**src/rtl/sreg_wp_pkg.sv**
```systemverilog
package sreg_wp_pkg;

   localparam int SREG_W   = 8;
   localparam int LOCK_POS = 7;
   localparam int LVL_HI   = 3;
   localparam int LVL_LO   = 2;
   localparam int WEL_POS  = 1;
   localparam int WIP_POS  = 0;

   typedef enum logic [1:0] {
      LVL_NONE    = 2'b00,
      LVL_QUARTER = 2'b01,
      LVL_HALF    = 2'b10,
      LVL_ALL     = 2'b11
   } prot_lvl_e;

   typedef struct packed {
      logic      lock;
      prot_lvl_e lvl;
   } prot_bits_t;

   function automatic logic [SREG_W-1:0] pack_status(prot_bits_t b, logic wel, logic wip);
      logic [SREG_W-1:0] s;
      s           = '0;
      s[LOCK_POS] = b.lock;
      s[LVL_HI]   = b.lvl[1];
      s[LVL_LO]   = b.lvl[0];
      s[WEL_POS]  = wel;
      s[WIP_POS]  = wip;
      return s;
   endfunction

endpackage

```
**src/rtl/wp_pin_sync.sv**
```systemverilog
module wp_pin_sync #(
   parameter int   STAGES  = 2,
   parameter logic RST_VAL = 1'b0
) (
   input  logic clk_i,
   input  logic rst_ni,
   input  logic d_i,
   output logic q_o
);

   generate
      if (STAGES < 2) begin : g_bad_stages
         $error("wp_pin_sync: STAGES must be at least 2");
      end
   endgenerate

   logic [STAGES-1:0] chain_q;

   generate
      for (genvar s = 0; s < STAGES; s++) begin : g_stage
         if (s == 0) begin : g_first
            always_ff @(posedge clk_i or negedge rst_ni) begin
               if (!rst_ni) chain_q[0] <= RST_VAL;
               else         chain_q[0] <= d_i;
            end
         end else begin : g_next
            always_ff @(posedge clk_i or negedge rst_ni) begin
               if (!rst_ni) chain_q[s] <= RST_VAL;
               else         chain_q[s] <= chain_q[s-1];
            end
         end
      end
   endgenerate

   assign q_o = chain_q[STAGES-1];

endmodule

```
**src/rtl/prot_range_dec.sv**
```systemverilog
module prot_range_dec
   import sreg_wp_pkg::*;
(
   input  prot_lvl_e  lvl_i,
   input  logic [1:0] top_i,
   output logic       hit_o
);

   always_comb begin
      unique case (lvl_i)
         LVL_NONE:    hit_o = 1'b0;
         LVL_QUARTER: hit_o = (top_i == 2'b11);
         LVL_HALF:    hit_o = top_i[1];
         default:     hit_o = 1'b1;
      endcase
   end

endmodule

```
**src/rtl/prot_bits_store.sv**
```systemverilog
module prot_bits_store
   import sreg_wp_pkg::*;
#(
   parameter prot_bits_t RST_BITS = '0
) (
   input  logic              clk_i,
   input  logic              rst_ni,
   input  logic              wr_req_i,
   input  logic [SREG_W-1:0] wr_data_i,
   input  logic              wel_i,
   input  logic              frozen_i,
   output logic              ack_o,
   output prot_bits_t        bits_o
);

   prot_bits_t bits_q;
   prot_bits_t bits_new;
   logic       unused_data;

   assign bits_new.lock = wr_data_i[LOCK_POS];
   assign bits_new.lvl  = prot_lvl_e'({wr_data_i[LVL_HI], wr_data_i[LVL_LO]});
   assign unused_data   = ^{wr_data_i[6:4], wr_data_i[WEL_POS], wr_data_i[WIP_POS]};

   assign ack_o = wr_req_i & wel_i & ~frozen_i;

   always_ff @(posedge clk_i or negedge rst_ni) begin
      if (!rst_ni)    bits_q <= RST_BITS;
      else if (ack_o) bits_q <= bits_new;
   end

   assign bits_o = bits_q;


   no_wel_write_chk: assert property (@(posedge clk_i) disable iff (!rst_ni)
      (wr_req_i && !wel_i) |=> $stable(bits_q));


   frozen_hold_chk: assert property (@(posedge clk_i) disable iff (!rst_ni)
      (wr_req_i && frozen_i) |=> $stable(bits_q));


   wrsr_load_chk: assert property (@(posedge clk_i) disable iff (!rst_ni)
      (wr_req_i && wel_i && !frozen_i) |=>
         (bits_q == $past({wr_data_i[LOCK_POS], wr_data_i[LVL_HI], wr_data_i[LVL_LO]})));

endmodule

```
**src/rtl/sreg_wp_ctrl.sv**
```systemverilog
module sreg_wp_ctrl
   import sreg_wp_pkg::*;
#(
   parameter int ADDR_W      = 16,
   parameter int SYNC_STAGES = 2
) (
   input  logic              clk_i,
   input  logic              rst_ni,
   input  logic              wp_pin_i,
   input  logic              wel_i,
   input  logic              wip_i,
   input  logic              sr_wr_req_i,
   input  logic [SREG_W-1:0] sr_wr_data_i,
   output logic              sr_wr_ack_o,
   output logic              hw_locked_o,
   input  logic              arr_wr_req_i,
   input  logic [ADDR_W-1:0] arr_wr_addr_i,
   output logic              arr_wr_grant_o,
   output logic              arr_wr_reject_o,
   output logic [SREG_W-1:0] status_byte_o
);

   localparam int TOP_HI = ADDR_W - 1;
   localparam int TOP_LO = ADDR_W - 2;

   generate
      if (ADDR_W < 2) begin : g_bad_addr
         $error("sreg_wp_ctrl: ADDR_W must be at least 2");
      end
   endgenerate

   logic       pin_sync;
   logic       frozen;
   logic       in_range;
   prot_bits_t bits;
   logic       unused_addr;

   wp_pin_sync #(
      .STAGES  (SYNC_STAGES),
      .RST_VAL (1'b0)
   ) u_sync (
      .clk_i  (clk_i),
      .rst_ni (rst_ni),
      .d_i    (wp_pin_i),
      .q_o    (pin_sync)
   );

   assign frozen = bits.lock & ~pin_sync;

   prot_bits_store u_store (
      .clk_i     (clk_i),
      .rst_ni    (rst_ni),
      .wr_req_i  (sr_wr_req_i),
      .wr_data_i (sr_wr_data_i),
      .wel_i     (wel_i),
      .frozen_i  (frozen),
      .ack_o     (sr_wr_ack_o),
      .bits_o    (bits)
   );

   prot_range_dec u_dec (
      .lvl_i (bits.lvl),
      .top_i (arr_wr_addr_i[TOP_HI:TOP_LO]),
      .hit_o (in_range)
   );

   generate
      if (ADDR_W > 2) begin : g_low_addr
         assign unused_addr = ^arr_wr_addr_i[TOP_LO-1:0];
      end else begin : g_no_low_addr
         assign unused_addr = 1'b0;
      end
   endgenerate

   assign hw_locked_o     = frozen;
   assign arr_wr_grant_o  = arr_wr_req_i & ~in_range;
   assign arr_wr_reject_o = arr_wr_req_i & in_range;
   assign status_byte_o   = pack_status(bits, wel_i, wip_i);


   full_level_chk: assert property (@(posedge clk_i) disable iff (!rst_ni)
      (arr_wr_req_i && status_byte_o[LVL_HI] && status_byte_o[LVL_LO]) |-> arr_wr_reject_o);


   none_level_chk: assert property (@(posedge clk_i) disable iff (!rst_ni)
      (arr_wr_req_i && !status_byte_o[LVL_HI] && !status_byte_o[LVL_LO]) |-> arr_wr_grant_o);


   locked_no_ack_chk: assert property (@(posedge clk_i) disable iff (!rst_ni)
      hw_locked_o |-> !sr_wr_ack_o);

endmodule

```
**config.mk**
```make
export PLATFORM = sky130hd
export DESIGN_NAME = sreg_wp_ctrl
export DESIGN_NICKNAME = d
export VERILOG_FILES = /design/src/rtl/sreg_wp_pkg.sv /design/src/rtl/wp_pin_sync.sv /design/src/rtl/prot_range_dec.sv /design/src/rtl/prot_bits_store.sv /design/src/rtl/sreg_wp_ctrl.sv
export SDC_FILE = /design/constraint.sdc
export NUM_CORES = 1
export LEC_CHECK = 0
export ABC_AREA = 1
export BUFFER_PORTS_ARGS = -buffer_cell sky130_fd_sc_hd__buf_2
export CAP_MARGIN = 30
export CORE_AREA = 4 4 41 43
export CTS_BUF_LIST = sky130_fd_sc_hd__clkbuf_8
export CTS_CLUSTER_DIAMETER = 30
export DETAILED_ROUTE_END_ITERATION = 6
export DIE_AREA = 0 0 45 47
export PLACE_DENSITY = 0.68
export SLEW_MARGIN = 20
export SYNTH_ARGS = -nofsm -noshare
export SYNTH_HDL_FRONTEND = slang
export SYNTH_SLANG_ARGS = --single-unit
```
**constraint.sdc**
```tcl
create_clock -name clk_i -period 0.9 [get_ports clk_i]
set_input_delay 0.18 -clock clk_i [delete_from_list [all_inputs] [get_ports clk_i]]
set_output_delay 0.18 -clock clk_i [all_outputs]
set_load 0.03 [all_outputs]
```
* Word-level counts from Yosys, hierarchy flattened
Cells that the tools add are included.
W data, S select, Z words.
** Word-level totals
- Input bits :: 31
- Word-level logic and storage cells :: 17
- Memory bits (writable) :: 0
- Register bits :: 5
- Memory bits (read-only) :: 0
- Latch bits :: 0
- Memories :: 0
** Operators by class
- Div/mod/pow operators :: 0
- $lt $le $gt $ge :: 0
- Shift-type cells :: 0
- Add/sub/neg operators :: 0
- Muxes and demuxes :: 1
- Reduce and logical (&&, ||, !) cells :: 1
- Multiply operators :: 0
- Bitwise gates (word level) :: 8
- Eq/ne operators :: 3
** Operators by type and width (number)
- $and A1 B1 Y1 :: 5
- $eq A2 B2 Y1 const B :: 2
- $not A1 Y1 :: 3
- $pmux W1 S3 :: 1
- $eq A2 B1 Y1 const B :: 1
- $logic_not A2 Y1 :: 1

* Longest topological paths before layout
Gate-level depths: netlist of run 1.
- Depth in word-level cells :: 4
- Mapped depth :: 5
- Mapped depth without buffers :: 5

* By module
From an unflattened synthesis of run 1, not the netlist that was laid out.
** Unflattened totals
- Cell total of the unflattened synthesis :: 32
- Area, all modules :: 264.0 sq um
** Modules (own cells, without submodules)
- prot_bits_store :: times used 1, area each 133.9 sq um, cells each 15
- sreg_wp_ctrl :: times used 1, area each 66.3 sq um, cells each 12
- wp_pin_sync :: times used 1, area each 50.0 sq um, cells each 2
- prot_range_dec :: times used 1, area each 13.8 sq um, cells each 3

* Worst setup path after synthesis of run 1
Ideal clock, no wire load.
- Path kind :: reg-to-output
- From :: reg u_store.bits_q, in the netlist u_store.bits_o[0]
- To :: out arr_wr_reject_o
- Buffers on the path :: 0
- Cell stages (with the launch flop) :: 3
- Data arrival time :: 1.209 ns
- Setup slack :: -0.489 ns
- Cells stage by stage :: dfrtp_1 -> nand3_1 -> a21oi_1
** Between the ends
- Cells in the longest elaborated chain, start to end :: 3
** RTL lines
- start: declaration :: line prot_bits_store.sv:16 : prot_bits_t bits_q;
- start signal: assignment :: line prot_bits_store.sv:28 : else if (ack_o) bits_q <= bits_new;
- $eq A2 B2 Y1 (tied with other cells) :: line prot_range_dec.sv:10 : unique case (lvl_i)
- $pmux W1 S3 (*) :: line prot_range_dec.sv:10
- $and A1 B1 Y1 (*) :: line sreg_wp_ctrl.sv:77 : assign arr_wr_reject_o = arr_wr_req_i & in_range;
- end: declaration :: line sreg_wp_ctrl.sv:19 : output logic arr_wr_reject_o,
Every way passes the cells marked *; elsewhere a longest branch is shown, timed or not.

* Worst setup path in the final report of run 1
- From :: reg u_store.bits_q, in the netlist u_store.bits_o[0]
- To :: out arr_wr_grant_o
** Between the ends
- Cells in the longest elaborated chain, start to end :: 4
** RTL lines
- $eq A2 B2 Y1 (tied with other cells) :: line prot_range_dec.sv:10
- $pmux W1 S3 (*) :: line prot_range_dec.sv:10
- $not A1 Y1 (*) :: line sreg_wp_ctrl.sv:76 : assign arr_wr_grant_o = arr_wr_req_i & ~in_range;
- $and A1 B1 Y1 (*) :: line sreg_wp_ctrl.sv:76
- end: declaration :: line sreg_wp_ctrl.sv:18 : output logic arr_wr_grant_o,
Marks and branches as above.

==> results of run 1 <==
-- metal layers --
| layer | vias up | global-route usage (%) | share of wire (%) | routed length (um) |
|---|---|---|---|---|
| met1 | 144 | 7.41 | 30 | 250 |
| met4 | 0 | 3.51 | 0 | 0 |
| met2 | 14 | 13.3 | 60 | 500 |
| met3 | 0 | 3.83 | 9.4 | 78 |
| li1 | 148 | - | - | - |
| met5 | - | 0 | 0 | 0 |
-- layout by cell type (no fill, tap or decap) --
| cell | instances |
|---|---|
| buf_4 | 4 |
| dfrtp_2 | 2 |
| nand2_1 | 3 |
| inv_1 | 3 |
| nand2_4 | 4 |
| buf_6 | 11 |
| nand3_2 | 3 |
| conb_1 | 3 |
| buf_2 | 11 |
| clkinvlp_4 | 1 |
| nor2_4 | 1 |
| o21ai_2 | 1 |
| a21oi_4 | 1 |
| clkinv_4 | 1 |
| dlygate4sd3_1 | 1 |
| inv_2 | 1 |
| nand2_2 | 3 |
| dfrtp_1 | 3 |
| clkbuf_8 | 3 |
| nand3_1 | 1 |
-- final cells by class --
cell class | instances | area, um^2 | share of cell area, %
clock inverters | 1 | 3.75 | 0.630
multi-input cells | 20 | 158 | 26.5
clock buffers | 3 | 41.3 | 6.93
inverters | 5 | 27.5 | 4.62
repair buffers | 27 | 219 | 36.8
well taps | 15 | 18.8 | 3.15
flip-flops and latches | 5 | 128 | 21.4
-- through the flow --
step | instances | cell area (um^2)
4_1_cts | 75 | 552
3_5_place_dp | 68 | 422
3_3_place_gp | 68 | 422
2_1_floorplan | 35 | 313
6_report | 76 | 596
5_1_grt | 76 | 596
-- synthesized netlist by cell type --
| cell | count |
|---|---|
| inv_1 | 5 |
| nand2_1 | 8 |
| a21oi_1 | 1 |
| buf_4 | 5 |
| dfrtp_1 | 5 |
| nand2_2 | 2 |
| conb_1 | 1 |
| nor2_1 | 1 |
| nand3_1 | 4 |
| o21ai_2 | 1 |
-- logic make-up after synthesis --
family                 count (synthesis)
DFF                                    5
and+or+nand+nor                       15
other                                  1
AOI/OAI and AO/OA                      2
buffers and inverters                 10
-- worst max-delay path by stage --
| stage | start | end | slack (ns) | cells past startpoint |
|---|---|---|---|---|
| finish | u_store.bits_o[0] | arr_wr_grant_o | -0.37 | 4 |
| global route | u_store.bits_o[0] | arr_wr_grant_o | -0.42 | 4 |
| CTS | u_store.bits_o[0] | arr_wr_grant_o | -0.38 | 4 |
| detailed placement | u_store.bits_o[0] | arr_wr_grant_o | -0.22 | 4 |
| global placement | u_store.bits_o[0] | arr_wr_grant_o | -0.18 | 4 |
| floorplan | u_store.bits_o[0] | arr_wr_grant_o | -0.26 | 3 |
-- registers in the layout (all words and copies together) (netlist names) --
register / cells
u_store.bits_o: 3
u_sync.chain_q: 1
u_sync.q_o: 1
-- critical path: stages, from the launching register on --
cell     delay (ns)
dfrtp_2        0.42
o21ai_2        0.13
nand2_1        0.10
nor2_4         0.09
buf_6          0.13
-- report_power, final --
part | internal (mW) | total (mW) | switching (mW)
Combinational | 0.228 | 0.484 | 0.255
Sequential | 0.258 | 0.285 | 0.0266
Clock | 0.292 | 0.399 | 0.107
Total | 0.779 | 1.17 | 0.389
-- what timing repair did --
item | 4_1_cts | 5_1_grt
endpoints found under the setup margin | 10 | 10
endpoints found under the hold margin | 5 | 0
hold buffers | 1 | 0
resized for setup | 19 | 11
buffers inserted | 2 | 1
pin swaps | 2 | 1
==> metrics.txt, run 1 <==
status finished with violations; failing checks setup timing; Clock Skew 0.00221 ns; Setup WS pre-CTS -0.219 ns; WL per Instance 10.9 um; Initial Utilization 20.4%; Setup CP Type reg2out; R2R setup slack -0.03 ns; Final nets 93; TritonCTS clock tree built; # H-tree levels 1; ANT nets after route 0; remaining global-route overflow 0; final count of negative-setup-slack endpoints 10; arrival time at the worst endpoint 1.09 ns; Total Neg Setup Slack -1.89 ns; r2r worst-path depth 5; synthesized area per cell 8.04 um^2; cell taking the most area after synthesis dfrtp_1; Area Growth Syn to Fin 125%; final hold slack 0.0690 ns; Peak Freq 788 MHz; startpoint types flip-flop; Final Max Tran Viols 0; first-pass GRT wire length 1150 um; total CTS buffers 3; Hold Path Stages 1; share of cells above drive strength 1 77.0%; routability cong. 0.730; post-synthesis simple-gate area fraction 25.0%; Synth top area share 47.2%; WP data required 0.72 ns; Max FO, Critical Path 3; CP endpoint kind primary output; crit share post-route 141%; post-layout util 45.8%; minimum clock period after layout 1.27 ns; vias per cell 4.03; worst-skew pair later-pin latency 0.22 ns; sequential fraction of the synthesis area 47.2%; largest family of logic cells by synthesized area simple AND/OR/NAND/NOR gates; clock tree root driver cell clkbuf_8; via count 306; Synth cell types 10; FF-to-FF Start u_store.bits_o[2]; io pins 43; Worst VDD drop 1.09 mV; Post-Synth Adder-Cell Area 0%; Area contributors post-synth dfrtp_1, buf_4, nand2_1, nand3_1, inv_1; clk buf depth 2; wirelength, routed 829 um; Core Region 0.00130 mm^2; Tot GR Track Use 7.55%; number of fillers in the final layout 141; Final Power 1.17 mW; Final HPWL DP 593 um; Hold Crit Start wp_pin_i; CTS clk-pin slew, worst paths 0.04 ns; Initial DRT Pass Iterations 2; chip width 45 um; Die ar. 0.00212 mm^2; Die Y 47 um; post-synthesis xor/xnor area fraction 0%; Hold Crit Endpoint u_sync.chain_q[0]; final worst-path setup slack -0.369 ns; RSZ-0062 raised after global routing yes; drt drc 0; number of global-route vias before repair 312; final hold vios 0; PwrDens 1960 mW/mm^2; hold crit path type in2reg; complex-gate fraction of the synthesized area 5.19%; Worst R2R End u_store.bits_o[1]; Seq cells post-synth 5; clock sinks 5; largest net degree at the start of global routing 6; # diodes 0; P_leak 0.313 nW; initial DRC count 1; Synth warnings 0; initial antenna violation count 0; MaxCap Viol Count 0; Core Rows 13; mux contribution to synthesized area 0%; Syn Inst Count 33; cell area after synthesis 265 um^2; IO buf count 18
Power figures use the tool's default switching activity.
==> run 2: changes to the inputs <==
--- a/config.mk
+++ b/config.mk
@@ -14,6 +14,8 @@
 export DETAILED_ROUTE_END_ITERATION = 6
 export DIE_AREA = 0 0 45 47
 export PLACE_DENSITY = 0.68
+export RECOVER_POWER = 100
+export REMOVE_ABC_BUFFERS = 1
 export SLEW_MARGIN = 20
 export SYNTH_ARGS = -nofsm -noshare
 export SYNTH_HDL_FRONTEND = slang
==> run 2 against run 1 <==
Net effect: the flow still finishes with violations (setup timing); largest power group unchanged; critical path type unchanged; register-to-register slack improved by 0.03 ns; sequential power down 3%; largest cell class unchanged; clock-buffer cell count unchanged; sequential share of layout area grew 3.0 points; highest routed layer is now met4; setup slack better by 0.044 ns; global-route usage down 1.0 points.
==> metrics.txt, run 2 (synthesis gave the netlist of run 1 again) <==
status finished with violations; failing checks setup timing; Initial Utilization 20.4% (unchanged); Reg power frac 25.6% (+1.2 points); vias per cell 3.83 (-4.9%); Final HPWL DP 458 um (-23%); initial DRC count 4 (+3); PwrDens 2110 mW/mm^2 (+7.6%); Max Used Layer met4; number of fillers in the final layout 141 (unchanged); final count of negative-setup-slack endpoints 7 (-3); Comb power frac 37.4% (-4.0 points); Die Y 47 um (unchanged); Final nets 93 (unchanged); chip width 45 um (unchanged); TritonCTS clock tree built; # diodes 0 (unchanged); number of global-route vias before repair 245 (-21%); clock power share 37.0% (+2.8 points); Switching Power 0.340 mW (-13%); arrival time at the worst endpoint 1.04 ns (-0.05 ns); share of cells above drive strength 1 57.4% (-20 points); Clock Skew 0.000879 ns (-0.00133 ns); clk buf depth 2 (unchanged); hold crit path type in2reg; WP data required 0.72 ns (about the same); minimum clock period after layout 1.22 ns (-0.0439 ns); wirelength, routed 633 um (-24%); final worst-path setup slack -0.325 ns (+0.0439 ns); Total Neg Setup Slack -1.45 ns (+0.435 ns); Core Rows 13 (unchanged); crit share post-route 136% (-4.9 points); total CTS buffers 3 (unchanged); final hold vios 0 (unchanged); MaxCap Viol Count 0 (unchanged); IO buf count 18 (unchanged); Final Non-Filler Cells 76 (unchanged); io pins 43 (unchanged); FF/Latch Area 125 um^2 (-2.0%); Sw Ratio 31.5% (-1.9 points); startpoint types flip-flop; Area Growth Syn to Fin 92.9%; wire length on met2 260 um (-48%); Max FO, Critical Path 3 (unchanged); P_leak 0.298 nW (-5.0%); Tot GR Track Use 6.51% (-1.0 points); placed insts 67 (-1.5%); Die ar. 0.00212 mm^2 (unchanged); max reg flops 3 (unchanged); Final Max Tran Viols 0 (unchanged); WL per Instance 8.33 um (-24%); internal power 0.740 mW (-5.0%); Core Region 0.00130 mm^2 (unchanged); Peak Freq 817 MHz (+3.6%); RSZ-0062 raised after global routing yes; remaining global-route overflow 0 (unchanged); Worst VDD drop 1.01 mV (-6.7%); worst-skew pair later-pin latency 0.22 ns (about the same); Setup CP Type reg2out; Hold Path Stages 1 (unchanged); # H-tree levels 1 (unchanged); initial antenna violation count 0 (unchanged); CTS clk-pin slew, worst paths 0.03 ns (about the same); first-pass GRT wire length 903 um (-21%); r2r worst-path depth 5 (unchanged); Initial DRT Pass Iterations 4 (+2); largest net degree at the start of global routing 6 (unchanged); CP endpoint kind primary output; commonest non-fill, non-tap cell in the layout buf_2; ANT nets after route 0 (unchanged); via count 291 (-4.9%); most frequent cells in the layout buf_2, buf_6, buf_4; met3 routed WL 105 um (+35%); M1 wire length 255 um (+2.0%); area of the multi-input gates 98.8 um^2 (-37%); clock sinks 5 (unchanged); drt drc 0 (unchanged); routability cong. 0.696 (-4.6%); clock tree root driver cell clkbuf_8
## run 2: cell types whose count changed in the layout (fill, tap and decap cells not counted), moves of 3 or more
cell     change
buf_4        +3
nand3_2      -3
nand2_4      -4
buf_6        -3
nand3_1      +3
## run 2: critical path: stages, from the launching register on
cell and delay, ns:
dfrtp_1 0.39, o21ai_2 0.13, nand2_1 0.06, nor2_1 0.08, buf_4 0.16
## run 2: path summary, 6_finish.rpt
check	from	end	slack, ns
worst max-delay path	u_store.bits_o[0]	arr_wr_grant_o	-0.32
worst min-delay path	wp_pin_i	u_sync.chain_q[0]	0.07
worst max register to register	u_store.bits_o[2]	u_store.bits_o[0]	0
worst min register to register	u_sync.chain_q[0]	u_sync.q_o	0.34
max in group asynchronous	rst_ni	u_sync.q_o	0.34
min in group asynchronous	rst_ni	u_store.bits_o[0]	0.34
## run 2: per-stage QoR
stage | power (mW) | worst slack [ns] | util (%) | hold WS [ns] | instance area, um^2
2_1_floorplan | 0.441 | -0.489 | - | -0.116 | 235
3_3_place_gp | 0.555 | -0.154 | 28.7 | -0.00188 | 374
5_1_grt | 1.14 | -0.387 | 39.3 | 0.0568 | 512
4_1_cts | 1.08 | -0.335 | 38.9 | 0.0608 | 507
6_report | 1.08 | -0.325 | 39.3 | 0.0657 | 512
3_5_place_dp | 0.558 | -0.172 | 28.7 | 0.000605 | 374
## run 2: power by group through the flow
stage          registers (mW)  logic (mW)  clock network (mW)
2_1_floorplan           0.329       0.112                   0
3_3_place_gp            0.278       0.278                   0
3_5_place_dp            0.279       0.279                   0
4_1_cts                 0.277       0.393               0.409
5_1_grt                 0.281       0.432               0.428
6_report                0.277       0.403               0.400
## run 2: final cells by class
cell class | instances | area share [%]
Clock inverter | 1 | 0.733
Timing Repair Buffer | 27 | 40.1
Clock buffer | 3 | 8.07
Inverter | 5 | 3.67
Multi-Input combinational cell | 20 | 19.3
Tap cell | 15 | 3.67
Sequential cell | 5 | 24.4
## run 2: per-layer routing
layer	track usage, %	vias to the layer above
met4	5.26	0
met2	9.04	23
met3	5.36	2
met1	6.24	118
li1	-	148
met5	0	-
## run 2: timing repair
item / 4_1_cts / 5_1_grt
gates resized for setup: 17 / 3
hold buffers: 1 / 0
endpoints found under the setup margin: 10 / 10
pin swaps: 3 / 2
gates cloned: 0 / 0
hold endpoints to repair: 5 / 0
setup buffers: 4 / 0
